`config.mk`:
```
export PLATFORM = sky130hd
export DESIGN_NAME = uart_fifo_ctl
export DESIGN_NICKNAME = d
export VERILOG_FILES = /design/src/rtl/uart_fifo_pkg.sv /design/src/rtl/uart_fifo_cfg.sv /design/src/rtl/uart_fifo_buf.sv /design/src/rtl/uart_fifo_dma.sv /design/src/rtl/uart_fifo_ctl.sv
export SDC_FILE = /design/constraint.sdc
export NUM_CORES = 1
export LEC_CHECK = 0
export CAP_MARGIN = 40
export CORE_UTILIZATION = 50
export DETAILED_ROUTE_END_ITERATION = 7
export PLACE_DENSITY = 0.71
export SYNTH_ARGS = -nofsm -noshare
export SYNTH_HDL_FRONTEND = slang
export SYNTH_SLANG_ARGS = --single-unit
```
`constraint.sdc`:
```
create_clock -name clk -period 3.39 [get_ports clk]
set_input_delay 0.678 -clock clk [delete_from_list [all_inputs] [get_ports clk]]
set_output_delay 0.678 -clock clk [all_outputs]
set_load 0.02 [all_outputs]
```
`src/rtl/uart_fifo_pkg.sv`:
```
package uart_fifo_pkg;

  typedef enum logic [1:0] {
    TRIG_ONE      = 2'b00,
    TRIG_FOUR     = 2'b01,
    TRIG_EIGHT    = 2'b10,
    TRIG_FOURTEEN = 2'b11
  } trig_sel_e;

  function automatic int unsigned trig_depth(trig_sel_e sel);
    case (sel)
      TRIG_ONE:   return 1;
      TRIG_FOUR:  return 4;
      TRIG_EIGHT: return 8;
      default:    return 14;
    endcase
  endfunction

endpackage

```
`src/rtl/uart_fifo_cfg.sv`:
```
module uart_fifo_cfg
  import uart_fifo_pkg::*;
(
  input  logic      clk,
  input  logic      rst_n,
  input  logic      wr_en,
  input  logic [7:0] wr_data,
  output logic      fifo_en,
  output logic      block_mode,
  output trig_sel_e trig_sel,
  output logic      flush_rx,
  output logic      flush_tx
);
  localparam int EN_BIT   = 0;
  localparam int RXCLR    = 1;
  localparam int TXCLR    = 2;
  localparam int MODE_BIT = 3;
  localparam int TRIG_LO  = 6;
  localparam int TRIG_HI  = 7;

  logic en_flip;
  logic unused_rsvd;

  assign unused_rsvd = ^wr_data[5:4];
  assign en_flip  = wr_en && (wr_data[EN_BIT] != fifo_en);
  assign flush_rx = en_flip || (wr_en && wr_data[EN_BIT] && wr_data[RXCLR]);
  assign flush_tx = en_flip || (wr_en && wr_data[EN_BIT] && wr_data[TXCLR]);

  always_ff @(posedge clk or negedge rst_n) begin
    if (!rst_n) begin
      fifo_en    <= 1'b0;
      block_mode <= 1'b0;
      trig_sel   <= TRIG_ONE;
    end else if (wr_en) begin
      fifo_en <= wr_data[EN_BIT];
      if (wr_data[EN_BIT]) begin
        block_mode <= wr_data[MODE_BIT];
        trig_sel   <= trig_sel_e'(wr_data[TRIG_HI:TRIG_LO]);
      end
    end
  end

  p_keep_fields_r2: assert property (@(posedge clk) disable iff (!rst_n)
    (wr_en && !wr_data[EN_BIT]) |=> (!fifo_en && $stable(block_mode) && $stable(trig_sel)));

  p_flush_needs_write_r3: assert property (@(posedge clk) disable iff (!rst_n)
    (flush_rx || flush_tx) |-> wr_en);

endmodule

```
`src/rtl/uart_fifo_buf.sv`:
```
module uart_fifo_buf #(
  parameter int DW    = 8,
  parameter int DEPTH = 16
) (
  input  logic                   clk,
  input  logic                   rst_n,
  input  logic                   flush,
  input  logic                   single_mode,
  input  logic                   in_valid,
  output logic                   in_ready,
  input  logic [DW-1:0]          in_data,
  output logic                   out_valid,
  input  logic                   out_ready,
  output logic [DW-1:0]          out_data,
  output logic [$clog2(DEPTH):0] count,
  output logic                   empty,
  output logic                   full
);
  localparam int AW = $clog2(DEPTH);
  localparam int CW = AW + 1;

  logic [DW-1:0] mem [DEPTH];
  logic [AW-1:0] wr_ptr, rd_ptr;
  logic          in_fire, out_fire;

  function automatic logic [AW-1:0] bump(input logic [AW-1:0] p);
    return (p == AW'(DEPTH - 1)) ? '0 : p + AW'(1);
  endfunction

  assign empty     = (count == '0);
  assign full      = single_mode ? !empty : (count == CW'(DEPTH));
  assign in_ready  = !full;
  assign out_valid = !empty;
  assign out_data  = mem[rd_ptr];
  assign in_fire   = in_valid && in_ready;
  assign out_fire  = out_ready && out_valid;

  always_ff @(posedge clk) begin
    if (in_fire && !flush) mem[wr_ptr] <= in_data;
  end

  always_ff @(posedge clk or negedge rst_n) begin
    if (!rst_n) begin
      wr_ptr <= '0;
      rd_ptr <= '0;
      count  <= '0;
    end else if (flush) begin
      wr_ptr <= '0;
      rd_ptr <= '0;
      count  <= '0;
    end else begin
      if (in_fire)  wr_ptr <= bump(wr_ptr);
      if (out_fire) rd_ptr <= bump(rd_ptr);
      case ({in_fire, out_fire})
        2'b10:   count <= count + CW'(1);
        2'b01:   count <= count - CW'(1);
        default: count <= count;
      endcase
    end
  end

  p_no_overflow_r5: assert property (@(posedge clk) disable iff (!rst_n)
    count <= CW'(DEPTH));

  p_single_cap_r6: assert property (@(posedge clk) disable iff (!rst_n)
    single_mode |-> (count <= CW'(1)));

  p_flush_empties_r3: assert property (@(posedge clk) disable iff (!rst_n)
    flush |=> (count == '0));

  p_idle_empty_r7: assert property (@(posedge clk) disable iff (!rst_n)
    (empty && !in_valid && !flush) |=> empty);

endmodule

```
`src/rtl/uart_fifo_dma.sv`:
```
module uart_fifo_dma #(
  parameter int CW = 5
) (
  input  logic          clk,
  input  logic          rst_n,
  input  logic          fifo_en,
  input  logic          block_mode,
  input  logic [CW-1:0] tx_count,
  input  logic          tx_full,
  input  logic [CW-1:0] rx_count,
  input  logic [CW-1:0] rx_level,
  output logic          rx_trig_hit,
  output logic          tx_rdy_n,
  output logic          rx_rdy_n
);
  logic blk;
  logic rx_hold, rx_hold_nxt;

  assign blk         = fifo_en && block_mode;
  assign rx_trig_hit = (rx_count >= rx_level);
  assign rx_hold_nxt = rx_trig_hit || (rx_hold && (rx_count != '0));

  always_ff @(posedge clk or negedge rst_n) begin
    if (!rst_n) rx_hold <= 1'b0;
    else        rx_hold <= rx_hold_nxt;
  end

  assign tx_rdy_n = blk ? tx_full : (tx_count != '0);
  assign rx_rdy_n = blk ? !rx_hold_nxt : (rx_count == '0);

  p_blk_hold_r11: assert property (@(posedge clk) disable iff (!rst_n)
    (blk && !rx_rdy_n) |=> (!blk || (rx_count == '0) || !rx_rdy_n));

  p_trig_requests_r11: assert property (@(posedge clk) disable iff (!rst_n)
    (blk && rx_trig_hit) |-> !rx_rdy_n);

endmodule

```
`src/rtl/uart_fifo_ctl.sv`:
```
module uart_fifo_ctl
  import uart_fifo_pkg::*;
#(
  parameter int DW    = 8,
  parameter int DEPTH = 16
) (
  input  logic                   clk,
  input  logic                   rst_n,
  input  logic                   cfg_wr,
  input  logic [7:0]             cfg_wdata,
  input  logic                   tx_in_valid,
  output logic                   tx_in_ready,
  input  logic [DW-1:0]          tx_in_data,
  output logic                   tx_out_valid,
  input  logic                   tx_out_ready,
  output logic [DW-1:0]          tx_out_data,
  input  logic                   rx_in_valid,
  output logic                   rx_in_ready,
  input  logic [DW-1:0]          rx_in_data,
  output logic                   rx_out_valid,
  input  logic                   rx_out_ready,
  output logic [DW-1:0]          rx_out_data,
  output logic [$clog2(DEPTH):0] tx_count,
  output logic [$clog2(DEPTH):0] rx_count,
  output logic                   tx_empty,
  output logic                   tx_full,
  output logic                   rx_empty,
  output logic                   rx_full,
  output logic                   rx_trig_hit,
  output logic                   tx_rdy_n,
  output logic                   rx_rdy_n
);
  localparam int CW = $clog2(DEPTH) + 1;

  logic      fifo_en, block_mode, flush_rx, flush_tx;
  trig_sel_e trig_sel;
  logic [CW-1:0] rx_level;

  assign rx_level = CW'(trig_depth(trig_sel));

  uart_fifo_cfg u_cfg (
    .clk        (clk),
    .rst_n      (rst_n),
    .wr_en      (cfg_wr),
    .wr_data    (cfg_wdata),
    .fifo_en    (fifo_en),
    .block_mode (block_mode),
    .trig_sel   (trig_sel),
    .flush_rx   (flush_rx),
    .flush_tx   (flush_tx)
  );

  uart_fifo_buf #(.DW(DW), .DEPTH(DEPTH)) u_txq (
    .clk         (clk),
    .rst_n       (rst_n),
    .flush       (flush_tx),
    .single_mode (!fifo_en),
    .in_valid    (tx_in_valid),
    .in_ready    (tx_in_ready),
    .in_data     (tx_in_data),
    .out_valid   (tx_out_valid),
    .out_ready   (tx_out_ready),
    .out_data    (tx_out_data),
    .count       (tx_count),
    .empty       (tx_empty),
    .full        (tx_full)
  );

  uart_fifo_buf #(.DW(DW), .DEPTH(DEPTH)) u_rxq (
    .clk         (clk),
    .rst_n       (rst_n),
    .flush       (flush_rx),
    .single_mode (!fifo_en),
    .in_valid    (rx_in_valid),
    .in_ready    (rx_in_ready),
    .in_data     (rx_in_data),
    .out_valid   (rx_out_valid),
    .out_ready   (rx_out_ready),
    .out_data    (rx_out_data),
    .count       (rx_count),
    .empty       (rx_empty),
    .full        (rx_full)
  );

  uart_fifo_dma #(.CW(CW)) u_dma (
    .clk         (clk),
    .rst_n       (rst_n),
    .fifo_en     (fifo_en),
    .block_mode  (block_mode),
    .tx_count    (tx_count),
    .tx_full     (tx_full),
    .rx_count    (rx_count),
    .rx_level    (rx_level),
    .rx_trig_hit (rx_trig_hit),
    .tx_rdy_n    (tx_rdy_n),
    .rx_rdy_n    (rx_rdy_n)
  );

endmodule

```
Word-level counts from Yosys, hierarchy flattened --
Memory sizes are Yosys's and may differ from the RTL's. Index checks and enable logic that the tools add are counted.
Operators by class: equality and inequality tests 13, $add $sub $neg 8, magnitude comparators 1, reduce and logical (&&, ||, !) cells 34, multiplexer cells 25
Operators with widths (count):
- $mux 4 | 12
- $pmux 5 s2 | 2
- $add 4x1->4 const B | 4
- $eq 4x4->1 const B | 4
- $logic_and 1x1->1 | 12
- $pmux 4 s3 | 1
- $add 5x1->5 const B | 2
- $eq 5x5->1 const B | 2
- $logic_not 5->1 | 2
- $mux 5 | 2
- $reduce_bool 5->1 | 2
- $sub 5x1->5 const B | 2
- $mux 1 | 8
- $reduce_bool 2->1 | 4
- $logic_not 1->1 | 7
- $eq 2x1->1 const B | 3
- $eq 2x2->1 const B | 3
- $reduce_bool 3->1 | 2
- $ge 5x4->1 | 1
- $logic_or 1x1->1 | 3
- $logic_not 2->1 | 1
- $reduce_and 2->1 | 1
- $ne 1x1->1 | 1
Storage, ports and cells: word-level logic and storage cells 93, input port bits 31, bits in writable memories 256, flip-flop bits (word level) 31, output and inout port bits 37, memories 2
Memory list:
- u_rxq.mem | depth 16, bits a word 8, rd ports 1, clocked after memory_dff 0, wr ports 1, line uart_fifo_buf.sv:22 | logic [DW-1:0] mem [DEPTH];
- u_txq.mem | depth 16, bits a word 8, rd ports 1, clocked after memory_dff 0, wr ports 1, line uart_fifo_buf.sv:22

Longest topological paths before layout --
Gate-level depths: netlist (run 1).
word-level depth 8, gate-level depth with buffers 9, depth with buffers taken out 8

Modules after synthesis --
Synthesis (run 1) repeated with hierarchy kept, for this count alone.
Unflattened totals: cells, all modules 731, area total of the unflattened synthesis 12249.2 um^2
Modules (own cells, without submodules):
- uart_fifo_buf (u_rxq) | area an instance 5964.5 um^2, cells each 378, instances 1, seq. area each 4169.0 um^2
- uart_fifo_buf (u_txq) | area an instance 5859.4 um^2, cells each 304, instances 1, seq. area each 4169.0 um^2
- uart_fifo_dma | area an instance 215.2 um^2, cells each 28, instances 1, seq. area each 25.0 um^2
- uart_fifo_cfg | area an instance 185.2 um^2, cells each 15, instances 1, seq. area each 100.1 um^2
- uart_fifo_ctl | area an instance 25.0 um^2, cells each 6, instances 1, seq. area each 0.0 um^2

Worst setup path after synthesis (run 1) --
Ideal clock, no wire load.
kind reg-to-reg, from reg u_rxq.count[1], to mem u_rxq.mem[10][0], enable pin, arrival time 3.351 ns, clock period less this slack 3.745 ns, setup slack -0.355 ns, data required time 2.995 ns, stages on the path, launching flop included 7, setup time 0.395 ns, path buffers 2, path through dfrtp_1 -> clkbuf_1 -> nor4_1 -> mux2i_1 -> nand2_1 -> buf_2 -> nor4_1
Between the ends: longest elaborated chain between the ends 8, elaborated cells on any way between the ends 9, those cells by class eq/ne (1); mux (3); reduce/logical (5)
RTL lines:
- start: declaration | line uart_fifo_buf.sv:15 | output logic [$clog2(DEPTH):0] count,
- start signal: assignment | line uart_fifo_buf.sv:55 | 2'b10: count <= count + CW'(1);
- start signal: assignment | line uart_fifo_buf.sv:56 | 2'b01: count <= count - CW'(1);
- start signal: assignment | line uart_fifo_buf.sv:57 | default: count <= count;
- $logic_not 5->1 | line uart_fifo_buf.sv:30 | assign empty = (count == '0);
- $logic_not 1->1 | line uart_fifo_buf.sv:31 | assign full = single_mode ? !empty : (count == CW'(DEPTH));
- $mux 1 * | line uart_fifo_buf.sv:31
- $logic_not 1->1 * | line uart_fifo_buf.sv:32 | assign in_ready = !full;
- named net rx_in_ready | line uart_fifo_ctl.sv:18 | output logic rx_in_ready,
- $logic_and 1x1->1 * | line uart_fifo_buf.sv:35 | assign in_fire = in_valid && in_ready;
- $logic_and 1x1->1 * | line uart_fifo_buf.sv:39 | if (in_fire && !flush) mem[wr_ptr] <= in_data;
- $mux 1 * | line uart_fifo_buf.sv:39
- $mux 1 (not written as such) * | line uart_fifo_buf.sv:39
- end: declaration | line uart_fifo_buf.sv:22
The timed path passes the listed nets; every way through them passes the cells marked *.

Worst setup path in the final report (run 1) --
from reg u_txq.rd_ptr[0], to out tx_out_data[2]
Between the ends: longest elaborated chain between the ends 1
RTL lines:
- start: declaration | line uart_fifo_buf.sv:23 | logic [AW-1:0] wr_ptr, rd_ptr;
- start signal: assignment | line uart_fifo_buf.sv:53 | if (out_fire) rd_ptr <= bump(rd_ptr);
- $mem_v2 16x8
- end: declaration | line uart_fifo_ctl.sv:16 | output logic [DW-1:0] tx_out_data,
Every way passes these cells.

==> results of run 1 <==
-- timing repair --
item	in CTS	in global routing
gates cloned	0	1
setup buffers	0	3
resized for setup	27	28
setup endpoints to repair	20	23
pin swaps	0	3
-- placed cells by master (no fill, tap or decap), types with 6 or more instances in the layout --
cell type,count
a21o_1,6
nor4_1,9
mux2i_1,75
nor3_1,10
a221oi_1,10
edfxtp_1,256
nand2b_1,15
inv_1,17
nor2_1,24
o21ai_0,24
a22oi_1,16
dlymetal6s2s_1,7
buf_4,54
nand2_1,44
nor4_2,6
clkbuf_16,30
dfrtp_1,29
clkbuf_1,11
nand4_1,7
ha_1,16
mux4_2,32
a221oi_2,22
a21oi_1,20
nand3_1,11
clkdlybuf4s50_1,56
-- Yosys cell counts, types with 3 or more instances --
master    count
and2_1        3
o21ai_1       3
a21bo_2       4
clkbuf_1     36
xor2_1        3
nor3_1       10
mux2_2        3
a31oi_1       5
a22oi_1      16
a221oi_1     32
nor2b_1       3
dfrtp_1      31
buf_1         6
nand3b_1      3
ha_1         16
a32oi_1       4
a21oi_1      20
inv_1        17
nand2_1      44
mux2i_1      77
nand4_1       7
mux4_2       32
or4_1         3
nor2_1       25
nand3_1      11
o21a_1        5
o21ai_0      24
a21o_1        6
nand2b_1     15
edfxtp_1    256
nor4_1       15
-- layout make-up --
cell class | instances | area, um^2 | area share (%)
timing repair buffer | 126 | 1190 | 8.11
clock buffer | 41 | 781 | 5.31
sequential | 287 | 8470 | 57.5
inverter | 20 | 75.1 | 0.510
clock inverter | 12 | 140 | 0.952
tap | 319 | 399 | 2.71
multi-input combinational | 409 | 3660 | 24.9
-- worst max-delay path: cells and delay by family, from the launching register on --
family	cells	cell delay [ns]
buffers and inverters	2	0.77
multiplexers	1	0.57
flip-flops	1	0.47
AO/OA/AOI/OAI	1	0.19
AND/OR/NAND/NOR	1	0.10
-- cells by family after synthesis --
group	after synthesis
adders and majority gates	16
and+or+nand+nor	145
AOI/OAI and AO/OA	133
xor gates and xnor gates	3
DFF	287
buffers and inverters	64
muxes	112
-- per-layer routing --
| layer | track usage (%) | share of wire (%) | vias to the layer above |
|---|---|---|---|
| li1 | - | - | 3275 |
| met1 | 28.7 | 42 | 3666 |
| met2 | 36.7 | 51 | 234 |
| met3 | 3.15 | 6.2 | 36 |
| met4 | 5.55 | 1.6 | 0 |
| met5 | 0 | 0 | - |
-- through the flow --
step | area [um^2] | setup TNS [ns] | hold slack (ns)
6_report | 14700 | 0 | 0.526
5_1_grt | 14700 | 0 | 0.570
4_1_cts | 14500 | 0 | 0.528
3_5_place_dp | 13500 | 0 | 0.514
3_3_place_gp | 13500 | 0 | 0.474
2_1_floorplan | 12200 | -1.28 | 0.382
-- power by group --
group	switching [mW]	total (mW)	internal, mW
sequential	0.225	4.28	4.06
clock	1.25	3.07	1.83
combinational	1.91	3.63	1.72
-- how the worst min path moves through the flow --
stage | slack (ns) | end | start | cells past startpoint
after global placement | 0.47 | u_dma.rx_hold | u_dma.rx_hold | 1
after floorplan | 0.38 | u_cfg.block_mode | rst_n | 0
after detailed placement | 0.51 | u_dma.rx_hold | u_dma.rx_hold | 1
after global routing | 0.57 | u_cfg.block_mode | u_cfg.block_mode | 1
final | 0.53 | u_dma.rx_hold | u_dma.rx_hold | 1
after CTS | 0.53 | u_dma.rx_hold | u_dma.rx_hold | 1
-- sequential cells by signal (all words and copies together) (netlist names) --
signal	count
u_cfg.trig_sel	2
u_rxq.mem	128
u_txq.rd_ptr	4
u_dma.rx_hold	1
u_cfg.fifo_en	1
u_rxq.wr_ptr	4
u_rxq.rd_ptr	4
u_txq.wr_ptr	4
u_txq.mem	128
u_rxq.count	5
u_cfg.block_mode	1
u_txq.count	5
==> impl_results.md, run 1 <==
* Status: completed
* CTS tree: done
* Worst path cell trace: buf_12 > mux4_2 > a22oi_1 > nand2_1 > clkdlybuf4s50_1
* Clock Path Buffers at 3
* CP arrival at about 2.7 ns
* Post-synth top flop: edfxtp_1
* Leakage at about 5.1 nW
* Critical Path Sink Type: output port
* Post-synth EDFFs at 256
* WL final at roughly 26000 um
* Core region area at approximately 24000 um^2
* FMAX at between 300 and 400 MHz
* Crit-path max cell delay at ~0.57 ns
* Initial antenna violation count at 0
* Vias in the first global route at about 7400
* First-pass GRT wire length at ~40000 um
* Final setup violation count at 0
* Pins Over Slew Limit at 0
* Pwr/cell area at between 700 and 800 nW/um^2
* WL/cell at between 20 and 25 um
* #FFs+latches synth at approximately 290
* Avg Cell Area, Syn at around 16 um^2
* Crit path capture: tx_out_data[2]
* Asr flop ratio synth at between 10% and 20%
* Site row count at 56
* Vias per cell at 5.94
* Minimum clock period at around 3.3 ns
* Synth Area in Simple Gates at approximately 6%
* RR Endpoint: u_rxq.mem[2][6]
* Largest net degree at the start of global routing at 34
* Final HPWL DP at between 15000 and 20000 um
* Cts bufs inserted at 29
* 1st-pass router iterations at 4
* Final Hold Vio Count at 0
* Area Growth Syn to Fin at 21.2%
* Post-CTS Hold Buffers at 0
* Gr usage total at 21.4%
* Worst setup path class: reg2out
* Compound-Gate Fraction of Synth Area at 7.88%
* Yosys top cell by area: edfxtp_1
* Root cell of the clock tree: clkbuf_16
* Io pins at 68
* Period utilization at a little over nine tenths
* Share of layout cells above drive strength 1 at between 20% and 30%
* Max_slew headroom at between 50% and 60%
* Synthesized area at roughly 12000 um^2
* Post-synthesis net count at between 800 and 900
* Syn. warnings at 0
* Worst VDD drop at about 0.53 mV
* Fillers at between 1500 and 2000
* Die ar. at 24900 um^2
* Area share of the largest cell type after synthesis at between 60 and 70%
* Total gr overflow at 0
* Largest family of logic cells by synthesized area: multiplexers
* Cells after DPL at between 1000 and 1500
* Worst Clk Skew at between 0.008 and 0.009 ns
* Via count at roughly 7000
* RSZ-0062 raised after global routing: no
* Xor/xnor cell area share of the yosys netlist at less than 1%
* Worst EP required at roughly 2.7 ns
* Worst slack, placed at about 0.27 ns
* Flop2flop setup slack at roughly 0.58 ns
* Crit-path max FO at 20
* IO Port Bufs at 65
* Post-route DRC at 0
* Hold Crit Class: reg2reg
* Least-Margin Pin Slew at between 0.7 and 0.8 ns
* Synth cell types at 52
* Mux share of post-synthesis cell area at ~13%
* Post-route total power at between 10 and 15 mW
* Diode count at 0
* Slowest-stage cell, CP: mux4_2
* Startpoint type of the worst setup path: flip-flop
* CTS sink count at roughly 290
* Utilization after layout at ~62%
* Fin worst setup slack at 0.0647 ns
* DR iter-0 viols at 524
* Die W at about 160 um
* H-Tree Level Count at 1
* GP Congestion at approximately 0.84
* Crit path launch: u_txq.rd_ptr[0]
* Post-Synth Adder-Cell Area at 1.65%
* Die H at around 160 um
* Initial core utilization at about half
* Max-Cap Viols at 0
* Seq/Total Area, Yosys at ~70%
* Non-Filler Instances at approximately 1200
* Post-Synthesis Cells at 760
* Ranking of synthesized cells by area: edfxtp_1 (63%), dfrtp_1 (6.4%), mux2i_1 (6.3%)
* Worst reg2reg path depth at 7
* Latest clock arrival within the worst-skew pair at between 0.5 and 0.6 ns
* Post-DRT Antenna Nets at 0
* Final net count at 920
* Clock-pin slew on the worst setup and hold paths at around 0.060 ns
* FF-to-FF Start: u_rxq.count[1]
Note: power is estimated with default switching activity, not from simulation.
==> inputs of run 2 (changes only) <==
- ABC_CLOCK_PERIOD_IN_PS: not set -> 3390
==> results of run 2 <==
The final DEF is identical to that of run 1; final timing and power are the same.
==> inputs of run 3 (changes only) <==
- CELL_PAD_IN_SITES_DETAIL_PLACEMENT: not set -> 0
- CELL_PAD_IN_SITES_GLOBAL_PLACEMENT: not set -> 1
- CORE_UTILIZATION: 50 -> 46
- PLACE_DENSITY: 0.71 -> not set
- PLACE_DENSITY_LB_ADDON: not set -> 0.1
==> run 3 against run 2 <==
Net effect:
- power up 0.58%
- register-to-register slack hardly changed
- critical path depth is 2 higher
- first-iteration DRC count decreased by 11%
- clock power rose by 6%
- flip-flop and latch count unchanged
- fmax grew 0.54%
- via count down 2.6%
- global-route usage is 1.9 points lower
- combinational power down 2%
- routed wire length increased by 0.79%
- critical endpoint is now tx_out_data[7]
- largest power group unchanged
==> impl_results.md, run 3 (synthesized netlist as in run 1, its figures left out) <==
* Instance area at placement at approximately 14000 um^2
* Share of layout cells above drive strength 1 at ~22%
* Area Growth Syn to Fin at 22.3%
* Diode count at 0
* Die ar. at approximately 27000 um^2
* Site row count at 59
* Pins Over Slew Limit at 0
* IO Port Bufs at between 60 and 70
* Worst VDD drop at roughly 0.55 mV
* Worst setup path class: reg2out
* Vias per cell at around 5.7
* Critical Path Sink Type: output port
* Pint at between 7 and 8 mW
* First-pass GRT wire length at roughly 40000 um
* Final Hold Vio Count at 0
* Via count at between 7000 and 8000
* Utilization after layout at 57.2%
* CTS tree: done
* Worst EP required at between 2 and 3 ns
* Initial antenna violation count at 0
* CTS sink count at 287
* Leakage at approximately 5.2 nW
* H-Tree Level Count at 1
* Vias in the first global route at 7194
* Commonest non-fill, non-tap cells in the layout: edfxtp_1 (256), mux2i_1 (76), buf_4 (59)
* Fin area at roughly 15000 um^2
* Switching share of power at between 30% and 40%
* Clock-pin slew on the worst setup and hold paths at approximately 0.06 ns
* Total gr overflow at 0
* Die H at 164 um
* Final setup violation count at 0
* Top Registers: u_rxq.mem: 128 flops, u_txq.mem: 128 flops
* Max_slew headroom at between 40% and 50%
* Crit-path max FO at 17
* Worst Clk Skew at 0.0147 ns
* WL/cell at approximately 21 um
* Largest net degree at the start of global routing at 38
* Core region area at approximately 26000 um^2
* FMAX at 302 MHz
* Post-route DRC at 0
* Post-DRT Antenna Nets at 0
* 1st-pass router iterations at 5
* Comb pwr share at approximately 32%
* Latest clock arrival within the worst-skew pair at 0.54 ns
* RSZ-0062 raised after global routing: yes
* Clk pwr share at 29.4%
* Die W at 164 um
* Max-Cap Viols at 0
* Fillers at just over 2000
* WL final at ~26000 um
* DR iter-0 viols at around 470
* Pwr/cell area at between 700 and 800 nW/um^2
* Startpoint type of the worst setup path: flip-flop
* Final HPWL DP at 17400 um
* Gr usage total at roughly a fifth
* GP Congestion at between 0.8 and 0.9
* Status: completed
* Clock Path Buffers at 3
* Sequential share of power at about two fifths
* Root cell of the clock tree: clkbuf_16
* Period utilization at 97.6%
* CP arrival at about 2.6 ns
* Io pins at between 60 and 70
* Initial core utilization at approximately 47%
* Least-Margin Pin Slew at around 0.89 ns
* Minimum clock period at around 3.3 ns
* Commonest non-fill, non-tap cell in the layout: edfxtp_1
* Final net count at 925
* Cts bufs inserted at 30
* Hold Crit Class: reg2reg
* Sw Pwr at 3.35 mW
[run 3: cell types whose count changed in the layout (fill, tap and decap cells not counted), sizes merged]
cell           previous run  this run
dlymetal6s2s              7        13
bufinv                    3         4
clkbuf                   43        40
clkdlybuf4s50            56        50
clkinv                    8        12
inv                      19        18
buf                      60        65
[run 3: cell type report]
type	count	area, um^2	share of cell area (%)
multi-input combinational	409	3710	25.0
clock buffer	39	806	5.43
tap	335	419	2.82
sequential	287	8470	57.0
clock inverter	16	185	1.25
timing repair buffer	130	1190	8.03
inverter	20	75.1	0.505
[run 3: repair_timing]
| item | 4_1_cts | 5_1_grt |
|---|---|---|
| hold buffers | 0 | 0 |
| pin swaps | 0 | 1 |
| setup endpoints to repair | 19 | 21 |
| buffers inserted | 0 | 3 |
| resized for setup | 11 | 46 |
| gates cloned | 0 | 0 |
[run 3: final timing paths]
path	start	to	slack [ns]	cells past startpoint
worst max-delay path	u_txq.rd_ptr[2]	tx_out_data[7]	0.08	7
worst min-delay path	u_dma.rx_hold	u_dma.rx_hold	0.52	1
worst max register to register	u_rxq.count[2]	u_rxq.mem[14][4]	0.59	5
worst min register to register	u_dma.rx_hold	u_dma.rx_hold	0.52	1
max in group asynchronous	rst_n	u_rxq.rd_ptr[3]	2.51	2
min in group asynchronous	rst_n	u_txq.count[1]	0.54	2
[run 3: power by group through the flow]
stage | Clock [mW] | Combinational (mW) | Sequential [mW]
floorplan | 0 | 2.22 | 4.30
global placement | 0 | 3.43 | 4.31
detailed placement | 0 | 3.48 | 4.32
CTS | 3.31 | 3.50 | 4.25
global route | 3.44 | 3.82 | 4.29
finish | 3.25 | 3.54 | 4.26
[run 3: layer usage]
layer | routed length [um] | track usage (%)
met1 | 10700 | 24.0
met2 | 13500 | 35.6
met3 | 934 | 2.36
met4 | 726 | 6.51
met5 | 0 | 0
[run 3: worst max-delay path, cell delays in order (launching register included)]
cell             delay, ns
dfrtp_1               0.38
buf_4                 0.18
and2_1                0.14
buf_4                 0.23
a221oi_2              0.31
a22oi_1               0.14
nand2_1               0.09
clkdlybuf4s50_1       0.60
[run 3: stage by stage]
stage	hold WS, ns	power, mW	worst slack [ns]	instances	TNS (ns)
2_1_floorplan	0.382	6.53	-0.0267	760	-1.28
3_3_place_gp	0.475	7.74	0.0602	1173	0
3_5_place_dp	0.484	7.80	0.304	1178	0
4_1_cts	0.502	11.1	-0.0898	1233	-0.324
5_1_grt	0.539	11.5	-0.000954	1236	-0.000954
6_report	0.517	11.0	0.0826	1236	0
